<file path="src/rtl/i2c_stat_reg.sv">
module i2c_stat_reg #(
  parameter int ADDR_W = 8
) (
  input  logic              clk,
  input  logic              rst_n,
  input  logic              en,
  input  logic              start_det,
  input  logic              stop_det,
  input  logic              start_gen,
  input  logic              arb_lost,
  input  logic              edge8,
  input  logic [ADDR_W-1:0] rx_addr,
  input  logic              addr_hit,
  input  logic              ack_stb,
  input  logic              sda,
  input  logic              tx_mode,
  input  logic              rel,
  input  logic              rd_stb,
  input  logic              bw_stb,
  output logic [7:0]        status
);
  localparam int HI = ADDR_W - 1;

  logic en_q;
  logic mst, ald, exc, coi, trc, ack, std, spd;

  wire dis      = en_q & ~en;
  wire bus_clr  = start_det | stop_det | rel | dis;
  wire ext_hit  = edge8 & ((rx_addr[HI -: 4] == 4'h0) | (rx_addr[HI -: 4] == 4'hF));

  always_ff @(posedge clk or negedge rst_n) begin
    if (!rst_n) begin
      en_q <= 1'b0;
      {mst, ald, exc, coi, trc, ack, std, spd} <= 8'h00;
    end else begin
      en_q <= en;

      if (arb_lost)                        mst <= 1'b0;
      else if (start_gen)                  mst <= 1'b1;
      else if (stop_det | rel | dis)       mst <= 1'b0;

      if (arb_lost)                        ald <= 1'b1;
      else if (rd_stb | bw_stb | dis)      ald <= 1'b0;

      if (ext_hit)                         exc <= 1'b1;
      else if (bus_clr)                    exc <= 1'b0;

      if (edge8 & addr_hit)                coi <= 1'b1;
      else if (bus_clr)                    coi <= 1'b0;

      trc <= en & tx_mode;

      if (ack_stb)                         ack <= ~sda;
      else if (start_det | stop_det | dis) ack <= 1'b0;

      if (start_det)                       std <= 1'b1;
      else if (stop_det | dis)             std <= 1'b0;

      if (stop_det)                        spd <= 1'b1;
      else if (start_det | dis)            spd <= 1'b0;
    end
  end

  assign status = {mst, ald, exc, coi, trc, ack, std, spd};

  AST_START_GEN_SETS: assert property (@(posedge clk) disable iff (!rst_n)
    start_gen && !arb_lost |=> status[7]);
  AST_ARB_DROPS_MST: assert property (@(posedge clk) disable iff (!rst_n)
    arb_lost |=> !status[7] && status[6]);
  AST_ALD_READ_CLEAR: assert property (@(posedge clk) disable iff (!rst_n)
    (rd_stb || bw_stb) && !arb_lost |=> !status[6]);
  AST_EXC_ONLY_EDGE8: assert property (@(posedge clk) disable iff (!rst_n)
    !edge8 |=> !$rose(status[5]));
  AST_COI_ONLY_EDGE8: assert property (@(posedge clk) disable iff (!rst_n)
    !(edge8 && addr_hit) |=> !$rose(status[4]));
  AST_TRC_OFF: assert property (@(posedge clk) disable iff (!rst_n)
    !en |=> !status[3]);
  AST_ACK_CAPTURE: assert property (@(posedge clk) disable iff (!rst_n)
    ack_stb |=> status[2] == !$past(sda));
  AST_START_SEEN: assert property (@(posedge clk) disable iff (!rst_n)
    start_det && !stop_det |=> status[1] && !status[0]);
  AST_STOP_SEEN: assert property (@(posedge clk) disable iff (!rst_n)
    stop_det && !start_det |=> status[0] && !status[1]);
  AST_DISABLE_CLEAR: assert property (@(posedge clk) disable iff (!rst_n)
    en_q && !en && !start_det && !stop_det && !ack_stb |=> status[2:0] == 3'b000);
endmodule

</file>
<file path="config.mk">
export PLATFORM = sky130hd
export DESIGN_NAME = i2c_stat_reg
export DESIGN_NICKNAME = d
export VERILOG_FILES = /design/src/rtl/i2c_stat_reg.sv
export SDC_FILE = /design/constraint.sdc
export NUM_CORES = 1
export LEC_CHECK = 0
export ABC_AREA = 1
export BUFFER_PORTS_ARGS = -buffer_cell sky130_fd_sc_hd__buf_2
export CAP_MARGIN = 25
export CORE_AREA = 2 2 39 41
export DETAILED_ROUTE_END_ITERATION = 10
export DIE_AREA = 0 0 41 43
export GPL_ROUTABILITY_DRIVEN = 0
export GPL_TIMING_DRIVEN = 0
export PLACE_DENSITY_LB_ADDON = 0.25
export SKIP_LAST_GASP = 1
export SLEW_MARGIN = 20
export SYNTH_ARGS = -nofsm -noshare
export SYNTH_HDL_FRONTEND = slang
export SYNTH_SLANG_ARGS = --single-unit
</file>
<file path="constraint.sdc">
create_clock -name clk -period 1.4 [get_ports clk]
set_input_delay 0.28 -clock clk [delete_from_list [all_inputs] [get_ports clk]]
set_output_delay 0.28 -clock clk [all_outputs]
set_load 0.05 [all_outputs]
</file>
# Word level (Yosys, flattened, before mapping)
# Index checks and enable logic that the tools add are counted.
# word_totals
input_bits,23
out_inout_bits,8
reg_bits,9
word_cells,49
# op_classes
n_bitwise,17
muxes,14
reduce_logical,8
n_eq_ne,1
# op_table
cell,n
2-to-1 mux 1 bit,14
nonzero test 2 bit,6
bitwise OR 1 bit,11
AND 1 bit,4
"equality test 4 bit, second input constant",1
logical NOT 4 bit,1
nonzero test 3 bit,1
NOT 1 bit,2

# Longest topological paths before layout
# Gate-level depths: netlist (run 1).
# logic_depth
word_depth,6
ltp_mapped,4
ltp_nobuf,4

# Worst setup path before layout (run 1)
# OpenSTA, ideal clock, no wires.
# synth_path
path_type,reg2out
start,register ald
end,output port status[6]
arrival_time_ns,0.534
required_ns,1.120
path_stages_with_launch,2
path_buffers,1
path_slack_ns,0.586
cell_sequence,dfrtp_1 -> buf_4
# synth_rtl
element,line,text
from (decl),25,"logic mst, ald, exc, coi, trc, ack, std, spd;"
from (signal assigned),34,"{mst, ald, exc, coi, trc, ack, std, spd} <= 8'h00;"
from (signal assigned),42,if (arb_lost) ald <= 1'b1;
from (signal assigned),43,else if (rd_stb | bw_stb | dis) ald <= 1'b0;
to (decl),20,output logic [7:0] status
# No word-level cell between the ends.

# Worst setup path in the final report (run 1)
# layout_path
start,register exc
end,output port status[5]
# layout_rtl
element,line,text
from (decl),25,
from (signal assigned),34,
from (signal assigned),45,if (ext_hit) exc <= 1'b1;
from (signal assigned),46,else if (bus_clr) exc <= 1'b0;
# No word-level cell between the ends.

==> summary.txt, run 1 <==
Clock tree
  • Clock Sinks: 9
  • Clock-pin slew on the worst setup and hold paths: about 0.060 ns
  • Post-CTS setup repair buffer count: 0
  • CTS tree: yes
  • Num CTS Buffers: 3
  • Root Driver: clkbuf_4
  • Number of gates resized after cts: 0
  • CTS Buffer Depth: 2
  • Hold-fix buffers at CTS: 1
  • Worst-skew pair later-pin latency: 0.26 ns
  • H-Tree Depth: 1

Synth
  • Mapped cell area: 467.9 sq um
  • Average size of a mapped cell: between 9 and 10 sq um
  • Top cell type by total area after synthesis: dfrtp_1
  • Sequential share of the synthesized area: ~48%
  • Ranking of synthesized cells by area: dfrtp_1 48%, buf_4 13%, nand2_1 8.0%
  • Yosys warning count: 0
  • Mapped Nets: 73
  • Post-Syn Instances: 50
  • Cell variety after synth: 13
  • #FFs+latches synth: 9
  • Post-synth top area share: around 48%

Timing
  • Worst Tran Pin Value: 0.2499 ns
  • Hold_ws: 0.1705 ns
  • Clock Skew: about 0.0028 ns
  • Slew Viols, Final: 0
  • Setup violations, final: 0
  • Slew headroom: a little over four fifths
  • Hold Vio Cnt, Final: 0
  • Final period util: about nine tenths
  • Unrepaired setup endpoints after global routing: false
  • F_max: roughly 800 MHz
  • Minimum clock period: between 1 and 1.5 ns
  • Setup TNS: 0 ns

Finish
  • Final layout net count: around 110
  • Reg area: approximately 230 sq um
  • Most common cell after layout, fill and taps aside: buf_2
  • N_diodes: 0
  • Layout cells sized above 1: 54.32%
  • Layout area overhead: 39.84%
  • FILL cells: roughly 150
  • Most frequent cells in the layout: 26 x buf_2, 10 x nand2_1, 9 x dfrtp_1
  • Area occupied by multi-input gates: 156.4 sq um

Global routing
  • GRT overflow: 0
  • Global-route wire length before repair: between 1 and 1.5 mm
  • Total Routing Usage GR: between 10% and 20%
  • Initial antenna violation count: 0
  • Largest net degree at the start of global routing: 10
  • Number of global-route vias before repair: between 400 and 500

Setup path
  • Cell Chain, Critical Path: buf_4 > buf_2
  • CP max-delay cell: dfrtp_1
  • Worst Path Class, Setup: reg -> out
  • Startpoint Class: flip-flop
  • CP bufs+invs: 2
  • Worst setup EP type: primary output
  • Slowest cell delay on critical path: about 0.38 ns
  • WP data required: roughly 1.1 ns
  • CP delay by family, top: flip-flops
  • CP Max Fanout: 2
  • Worst Path Arrival: about 0.97 ns

Pwr
  • Leak pwr: 0.3887 nW
  • Worst VDD drop: around 0.00032 V
  • PD cells: 976.7 nW/um^2

Floorplanning
  • Die Span X: about 41 um
  • Die H: 43 um
  • Core area: 1384 sq um
  • Initial core utilization: 33.82%
  • Rows: 14
  • Die area: ~1800 sq um
  • I/O pin total: 31

Route
  • Routed len/inst: 8.588 um
  • Via count: 420
  • Drt pass-1 iters: 3
  • Starting DRT DRC Count: 3
  • Routed Antenna Nets: 0
  • Vias/cell: between 4 and 5
  • Routed WL: 833 um
  • Residual DRC count: 0

Place
  • Port bufs: 26

Hold path
  • Hold Path Class: in -> reg

Run
  • Max cap viols: 0

Status
  • Status: finished clean
[area by class of cell]
type / count / share of cell area [%]
Timing Repair Buffer: 27 / 21.41
Buffer: 8 / 9.178
Tap cell: 16 / 3.059
Sequential cell: 9 / 34.42
Multi-Input combinational cell: 26 / 23.90
Inverter: 7 / 4.015
Clock buffer: 4 / 4.015
[power by group]
part | internal, mW | switching (mW) | total [mW] | leakage [nW]
clock network | 0.110 | 0.0901 | 0.200 | 0.0150
registers | 0.275 | 0.00733 | 0.283 | 0.111
logic | 0.0615 | 0.0950 | 0.157 | 0.263
total | 0.447 | 0.192 | 0.639 | 0.389
[kinds of logic after synthesis]
group           count (synthesis)  synth area share, %
buf+inv                        15                18.45
compound gates                  5                9.625
simple gates                   21                23.80
flops                           9                48.13
[layer usage]
| metal | vias up | GRT usage (%) | share of wire (%) |
|---|---|---|---|
| met3 | 2 | 1.571 | 4.3 |
| li1 | 211 | - | - |
| met4 | 0 | 15.33 | 2.3 |
| met2 | 14 | 20.63 | 54 |
| met5 | - | 0 | 0 |
| met1 | 193 | 11.96 | 39 |
[worst reg2reg max path, delay by kind of cell, from the launching register on]
| family | cells | cell delay [ns] |
|---|---|---|
| flops | 1 | 0.40 |
| simple gates | 3 | 0.28 |
[state kept, by name, summed over array words and instances, names as in the netlist]
signal,count
trc,1
mst,1
ald,1
ack,1
en_q,1
coi,1
std,1
spd,1
exc,1
[synth_stat cells (all sizes together)]
cell type / count
buf: 8
dfrtp: 9
inv: 7
nand2: 12
nand3: 2
nand4: 3
nor2: 4
o21ai: 2
o21bai: 2
o22ai: 1
[worst paths after layout]
path | from | endpoint | slack (ns) | cells after the start
worst max register to register | en_q | exc | 0.66 | 3
worst min register to register | ald | ald | 0.50 | 2
min in group asynchronous | rst_n | exc | 0.40 | 2
worst min-delay path | en | en_q | 0.17 | 1
max in group asynchronous | rst_n | coi | 0.83 | 2
worst max-delay path | exc | status[5] | 0.15 | 2
[per-stage QoR]
stage | power, mW | utilization, % | worst slack [ns] | instance area [sq um] | std cells
2_1_floorplan | 0.3915 | - | 0.5859 | 467.9 | 50
3_3_place_gp | 0.4409 | 44.67 | 0.4375 | 618.1 | 92
3_5_place_dp | 0.4438 | 44.67 | 0.4339 | 618.1 | 92
4_1_cts | 0.6524 | 47.29 | 0.1400 | 654.4 | 97
5_1_grt | 0.6738 | 47.29 | 0.1212 | 654.4 | 97
6_report | 0.6392 | 47.29 | 0.1466 | 654.4 | 97
Power figures use the tool's default switching activity.
==> run 2: changes to the inputs <==
Settings changed: RECOVER_POWER set to 50.
==> summary.txt, run 2 (synthesis gave the netlist of run 1 again) <==
Route
  • Starting DRT DRC Count: 3 (unchanged)
  • Routed len/inst: 8.567 um (-0.24%)
  • Routed Antenna Nets: 0 (unchanged)
  • Routed WL: 831 um (-0.24%)
  • Drt pass-1 iters: 3 (unchanged)
  • Vias/cell: 4.330 (unchanged)
  • Via count: 420 (unchanged)
  • Residual DRC count: 0 (unchanged)

Timing
  • Unrepaired setup endpoints after global routing: false
  • F_max: 797.8 MHz (about the same)
  • Final period util: 89.53% (about the same)
  • Minimum clock period: 1.253 ns (-0.000004000 ns)
  • Hold Vio Cnt, Final: 0 (unchanged)
  • Clock Skew: 0.002757 ns (+0.0000001900 ns)
  • Slew Viols, Final: 0 (unchanged)
  • Worst Tran Pin Value: 0.4802 ns (+0.2303 ns)
  • Setup TNS: 0 ns (unchanged)
  • Setup violations, final: 0 (unchanged)
  • Slew headroom: 67.99% (-15 points)

Finish
  • Layout cells sized above 1: 49.38% (-4.9 points)
  • Fin cells: 97 (unchanged)
  • FILL cells: 149 (+2.1%)
  • Most frequent cells in the layout: 24 x buf_2, 12 x nand2_1, 9 x dfrtp_1
  • Final instance area: 636.9 sq um (-2.7%)
  • N_diodes: 0 (unchanged)
  • Layout area overhead: 36.10%
  • Final layout net count: 105 (unchanged)
  • Most common cell after layout, fill and taps aside: buf_2
  • Reg area: 225.2 sq um (unchanged)
  • Area occupied by multi-input gates: 141.4 sq um (-9.6%)
  • Fin util: 46.02% (-1.3 points)

Run
  • Max cap viols: 0 (unchanged)

Global routing
  • Global-route wire length before repair: 1.462 mm (unchanged)
  • GRT overflow: 0 (unchanged)
  • Initial antenna violation count: 0 (unchanged)
  • Number of global-route vias before repair: 404 (unchanged)
  • Largest net degree at the start of global routing: 10 (unchanged)
  • Total Routing Usage GR: 12.98% (unchanged)

Place
  • Port bufs: 26 (unchanged)
  • Placed cells: 92 (unchanged)
  • Placed Area: 618.1 sq um (unchanged)

Clock tree
  • Clock-pin slew on the worst setup and hold paths: 0.06 ns (about the same)
  • Clock Sinks: 9 (unchanged)
  • H-Tree Depth: 1 (unchanged)
  • Post-CTS setup repair buffer count: 0 (unchanged)
  • Num CTS Buffers: 3 (unchanged)
  • CTS Buffer Depth: 2 (unchanged)
  • Root Driver: clkbuf_4
  • CTS tree: yes
  • Worst-skew pair later-pin latency: 0.26 ns (about the same)

Setup path
  • Worst Path Class, Setup: reg -> out
  • Worst setup EP type: primary output
  • CP Max Fanout: 2 (unchanged)
  • Cell Chain, Critical Path: buf_4 > buf_2
  • Slowest cell delay on critical path: 0.38 ns (about the same)
  • R2R setup slack: 0.55 ns (-0.11 ns)
  • Worst Path Arrival: 0.97 ns (about the same)
  • CP max-delay cell: dfrtp_1
  • Startpoint Class: flip-flop
  • WP data required: 1.12 ns (about the same)

Floorplanning
  • Rows: 14 (unchanged)
  • Die H: 43 um (unchanged)
  • I/O pin total: 31 (unchanged)
  • Die area: 1763 sq um (unchanged)
  • Initial core utilization: 33.82% (unchanged)
  • Die Span X: 41 um (unchanged)
  • Core area: 1384 sq um (unchanged)

Pwr
  • PD cells: 994.5 nW/um^2 (+1.8%)
  • Design Power: 633.3 uW (-0.91%)
  • Worst VDD drop: 0.0003151 V (about the same)
  • Leak pwr: 0.3742 nW (-3.7%)

Hold path
  • Hold Path Class: in -> reg

Status
  • Status: finished clean
## run 2: worst paths after layout
kind / to / startpoint / cells after the start
max: status[5] / exc / 2
min: en_q / en / 1
max reg2reg: std / en_q / 3
min reg2reg: ald / ald / 2
max in group asynchronous: coi / rst_n / 2
min in group asynchronous: exc / rst_n / 2
## run 2: power breakdown
part	internal [mW]	total, mW	switching [mW]
combinational	0.0588	0.152	0.0927
clock	0.110	0.200	0.0901
sequential	0.275	0.282	0.00655
## run 2: final cells by class
| cell class | instances | area share [%] |
|---|---|---|
| multi-input combinational | 26 | 22.20 |
| inverter | 7 | 4.126 |
| tap | 16 | 3.143 |
| buffer | 8 | 9.430 |
| sequential | 9 | 35.36 |
| timing repair buffer | 27 | 21.61 |
| clock buffer | 4 | 4.126 |
## run 2: worst max-delay path: cells and delay by family (launching register included)
kind | cells | cell delay, ns
buf+inv | 2 | 0.33
flops | 1 | 0.38
## run 2: routing by layer
metal	track usage, %	part of all wire [%]	vias to the layer above	wire (um)
li1	-	-	211	-
met1	11.96	39	193	326
met2	20.63	54	14	449
met3	1.571	4.3	2	36
met4	15.33	2.3	0	19
met5	0	0	-	0
## run 2: metrics by stage
stage	hold WS, ns	worst slack, ns
6_report	0.1878	0.1466
5_1_grt	0.2005	0.1212
4_1_cts	0.1709	0.1400
3_5_place_dp	0.1397	0.4339
3_3_place_gp	0.1386	0.4375
2_1_floorplan	-0.01559	0.5859
## run 2: what timing repair did
| item | CTS | global route |
|---|---|---|
| resized for setup | 0 | 0 |
| hold buffers | 1 | 0 |
| endpoints found under the hold margin | 9 | 0 |
==> run 3: changes to the inputs <==
Settings changed: REMOVE_ABC_BUFFERS set to 1.
Clock period 1.4 ns to 1.3 ns, I/O delays scaled along.
==> summary.txt, run 3 (synthesis gave the netlist of run 1 again) <==
Floorplanning
  • Initial core utilization: 33.82% (unchanged)
  • I/O pin total: 31 (unchanged)
  • Core area: 1384 sq um (unchanged)
  • Die area: 1763 sq um (unchanged)
  • Rows: 14 (unchanged)
  • Die H: 43 um (unchanged)
  • Die Span X: 41 um (unchanged)

Global routing
  • Number of global-route vias before repair: 329 (-19%)
  • Global-route wire length before repair: 1.331 mm (-9.0%)
  • GRT overflow: 0 (unchanged)
  • Largest net degree at the start of global routing: 10 (unchanged)
  • Initial antenna violation count: 0 (unchanged)
  • Total Routing Usage GR: 12.08% (-0.90 points)

Route
  • Via count: 381 (-9.3%)
  • Vias/cell: 4.281 (-1.1%)
  • DR top layer: met4
  • Starting DRT DRC Count: 4 (+1)
  • Metal2 WL: 391 um (-13%)
  • Residual DRC count: 0 (unchanged)
  • Drt pass-1 iters: 4 (+1)
  • Routed WL: 806 um (-3.0%)
  • Routed len/inst: 9.056 um (+5.7%)
  • Wl on met1: 327 um (+0.31%)
  • Met3 WL: 66 um (+83%)
  • Routed Antenna Nets: 0 (unchanged)

Setup path
  • Worst setup EP type: primary output
  • Worst Path Class, Setup: reg -> out
  • WP data required: 1.04 ns (-0.08 ns)
  • CP bufs+invs: 1 (-1)
  • Cell Chain, Critical Path: buf_2
  • CP Max Fanout: 2 (unchanged)
  • Slowest cell delay on critical path: 0.36 ns (-0.02 ns)
  • CP max-delay cell: dfrtp_1
  • Startpoint Class: flip-flop
  • CP delay by family, top: flip-flops
  • Worst Path Arrival: 0.87 ns (-0.10 ns)

Timing
  • Slew Viols, Final: 0 (unchanged)
  • Final period util: about 87%
  • Setup violations, final: 0 (unchanged)
  • Slew headroom: 66.59% (-1.4 points)
  • Unrepaired setup endpoints after global routing: false
  • Clock Skew: 0.001877 ns (-0.0008795 ns)
  • F_max: between 800 and 900 MHz
  • Setup TNS: 0 ns (unchanged)
  • Hold Vio Cnt, Final: 0 (unchanged)
  • Worst Tran Pin Value: 0.5011 ns (+0.02095 ns)
  • Minimum clock period: approximately 1.1 ns

Status
  • Status: finished clean

Finish
  • Most common cell after layout, fill and taps aside: buf_2
  • N_diodes: 0 (unchanged)
  • Final layout net count: 97 (-7.6%)
  • Layout cells sized above 1: 45.21% (-4.2 points)
  • Most frequent cells in the layout: 24 x buf_2, 11 x nand2_1, 9 x dfrtp_1
  • Final instance area: 584.3 sq um (-8.3%)
  • Layout area overhead: 24.87%
  • FILL cells: 140 (-6.0%)
  • Fin util: 42.22% (-3.8 points)

Place
  • Post-detail-place hpwl: a little under 700 um
  • Port bufs: 26 (unchanged)
  • Placed Area: 558.0 sq um (-9.7%)

Clock tree
  • Clock-pin slew on the worst setup and hold paths: 0.06 ns (about the same)
  • CTS Buffer Depth: 2 (unchanged)
  • Root Driver: clkbuf_4
  • CTS tree: yes
  • Worst-skew pair later-pin latency: 0.25 ns (about the same)
  • Clock Sinks: 9 (unchanged)
  • Post-CTS setup repair buffer count: 0 (unchanged)
  • H-Tree Depth: 1 (unchanged)
  • Num CTS Buffers: 3 (unchanged)

Pwr
  • Worst VDD drop: 0.0005636 V (+79%)
  • Leak pwr: 0.3382 nW (-9.6%)
  • PD cells: 1125 nW/um^2 (+13%)

Hold path
  • Hold Path Class: in -> reg

Run
  • Max cap viols: 0 (unchanged)
-- run 3: changes by cell type in the layout (fill, tap and decap cells not counted) --
cell	before	now
buf_4	8	0
nand2_1	12	11
nand2_4	0	1
-- run 3: final timing paths --
kind,start,endpoint,slack (ns),cells past startpoint
min reg2reg,ald,ald,0.51,2
max,coi,status[4],0.17,1
min in group asynchronous,rst_n,mst,0.48,2
min,en,en_q,0.17,1
max in group asynchronous,rst_n,exc,0.49,2
max reg2reg,en_q,std,0.49,3
-- run 3: layout make-up --
class | count | area, sq um | area share (%)
repair buffers | 27 | 137.6 | 23.55
inverters | 7 | 26.28 | 4.497
multi-input cells | 26 | 148.9 | 25.48
clock buffers | 4 | 26.28 | 4.497
flip-flops and latches | 9 | 225.2 | 38.54
well taps | 16 | 20.02 | 3.426
-- run 3: stage by stage --
| step | hold WS [ns] | total power, mW | cells | setup slack [ns] |
|---|---|---|---|---|
| floorplan | -0.03559 | 0.3991 | 42 | 0.3897 |
| global placement | 0.1204 | 0.4548 | 84 | 0.4494 |
| detailed placement | 0.1265 | 0.4577 | 84 | 0.4471 |
| CTS | 0.1465 | 0.6711 | 89 | 0.1648 |
| global route | 0.1617 | 0.7051 | 89 | 0.1172 |
| finish | 0.1688 | 0.6575 | 89 | 0.1664 |
-- run 3: what timing repair did --
item,4_1_cts,5_1_grt
hold buffers,1,0
gates resized for setup,0,0
hold endpoints to repair,9,0
endpoints found under the setup margin,0,0
-- run 3: report_power, final --
| group | internal, mW | switching (mW) |
|---|---|---|
| sequential | 0.297 | 0.00673 |
| clock | 0.118 | 0.0907 |
| combinational | 0.0474 | 0.0983 |
| total | 0.462 | 0.196 |
-- run 3: layer usage --
layer | vias up | track usage, %
li1 | 196 | -
met2 | 16 | 17.50
met1 | 167 | 13.00
met4 | 0 | 10.00
met3 | 2 | 4.712
met5 | - | 0
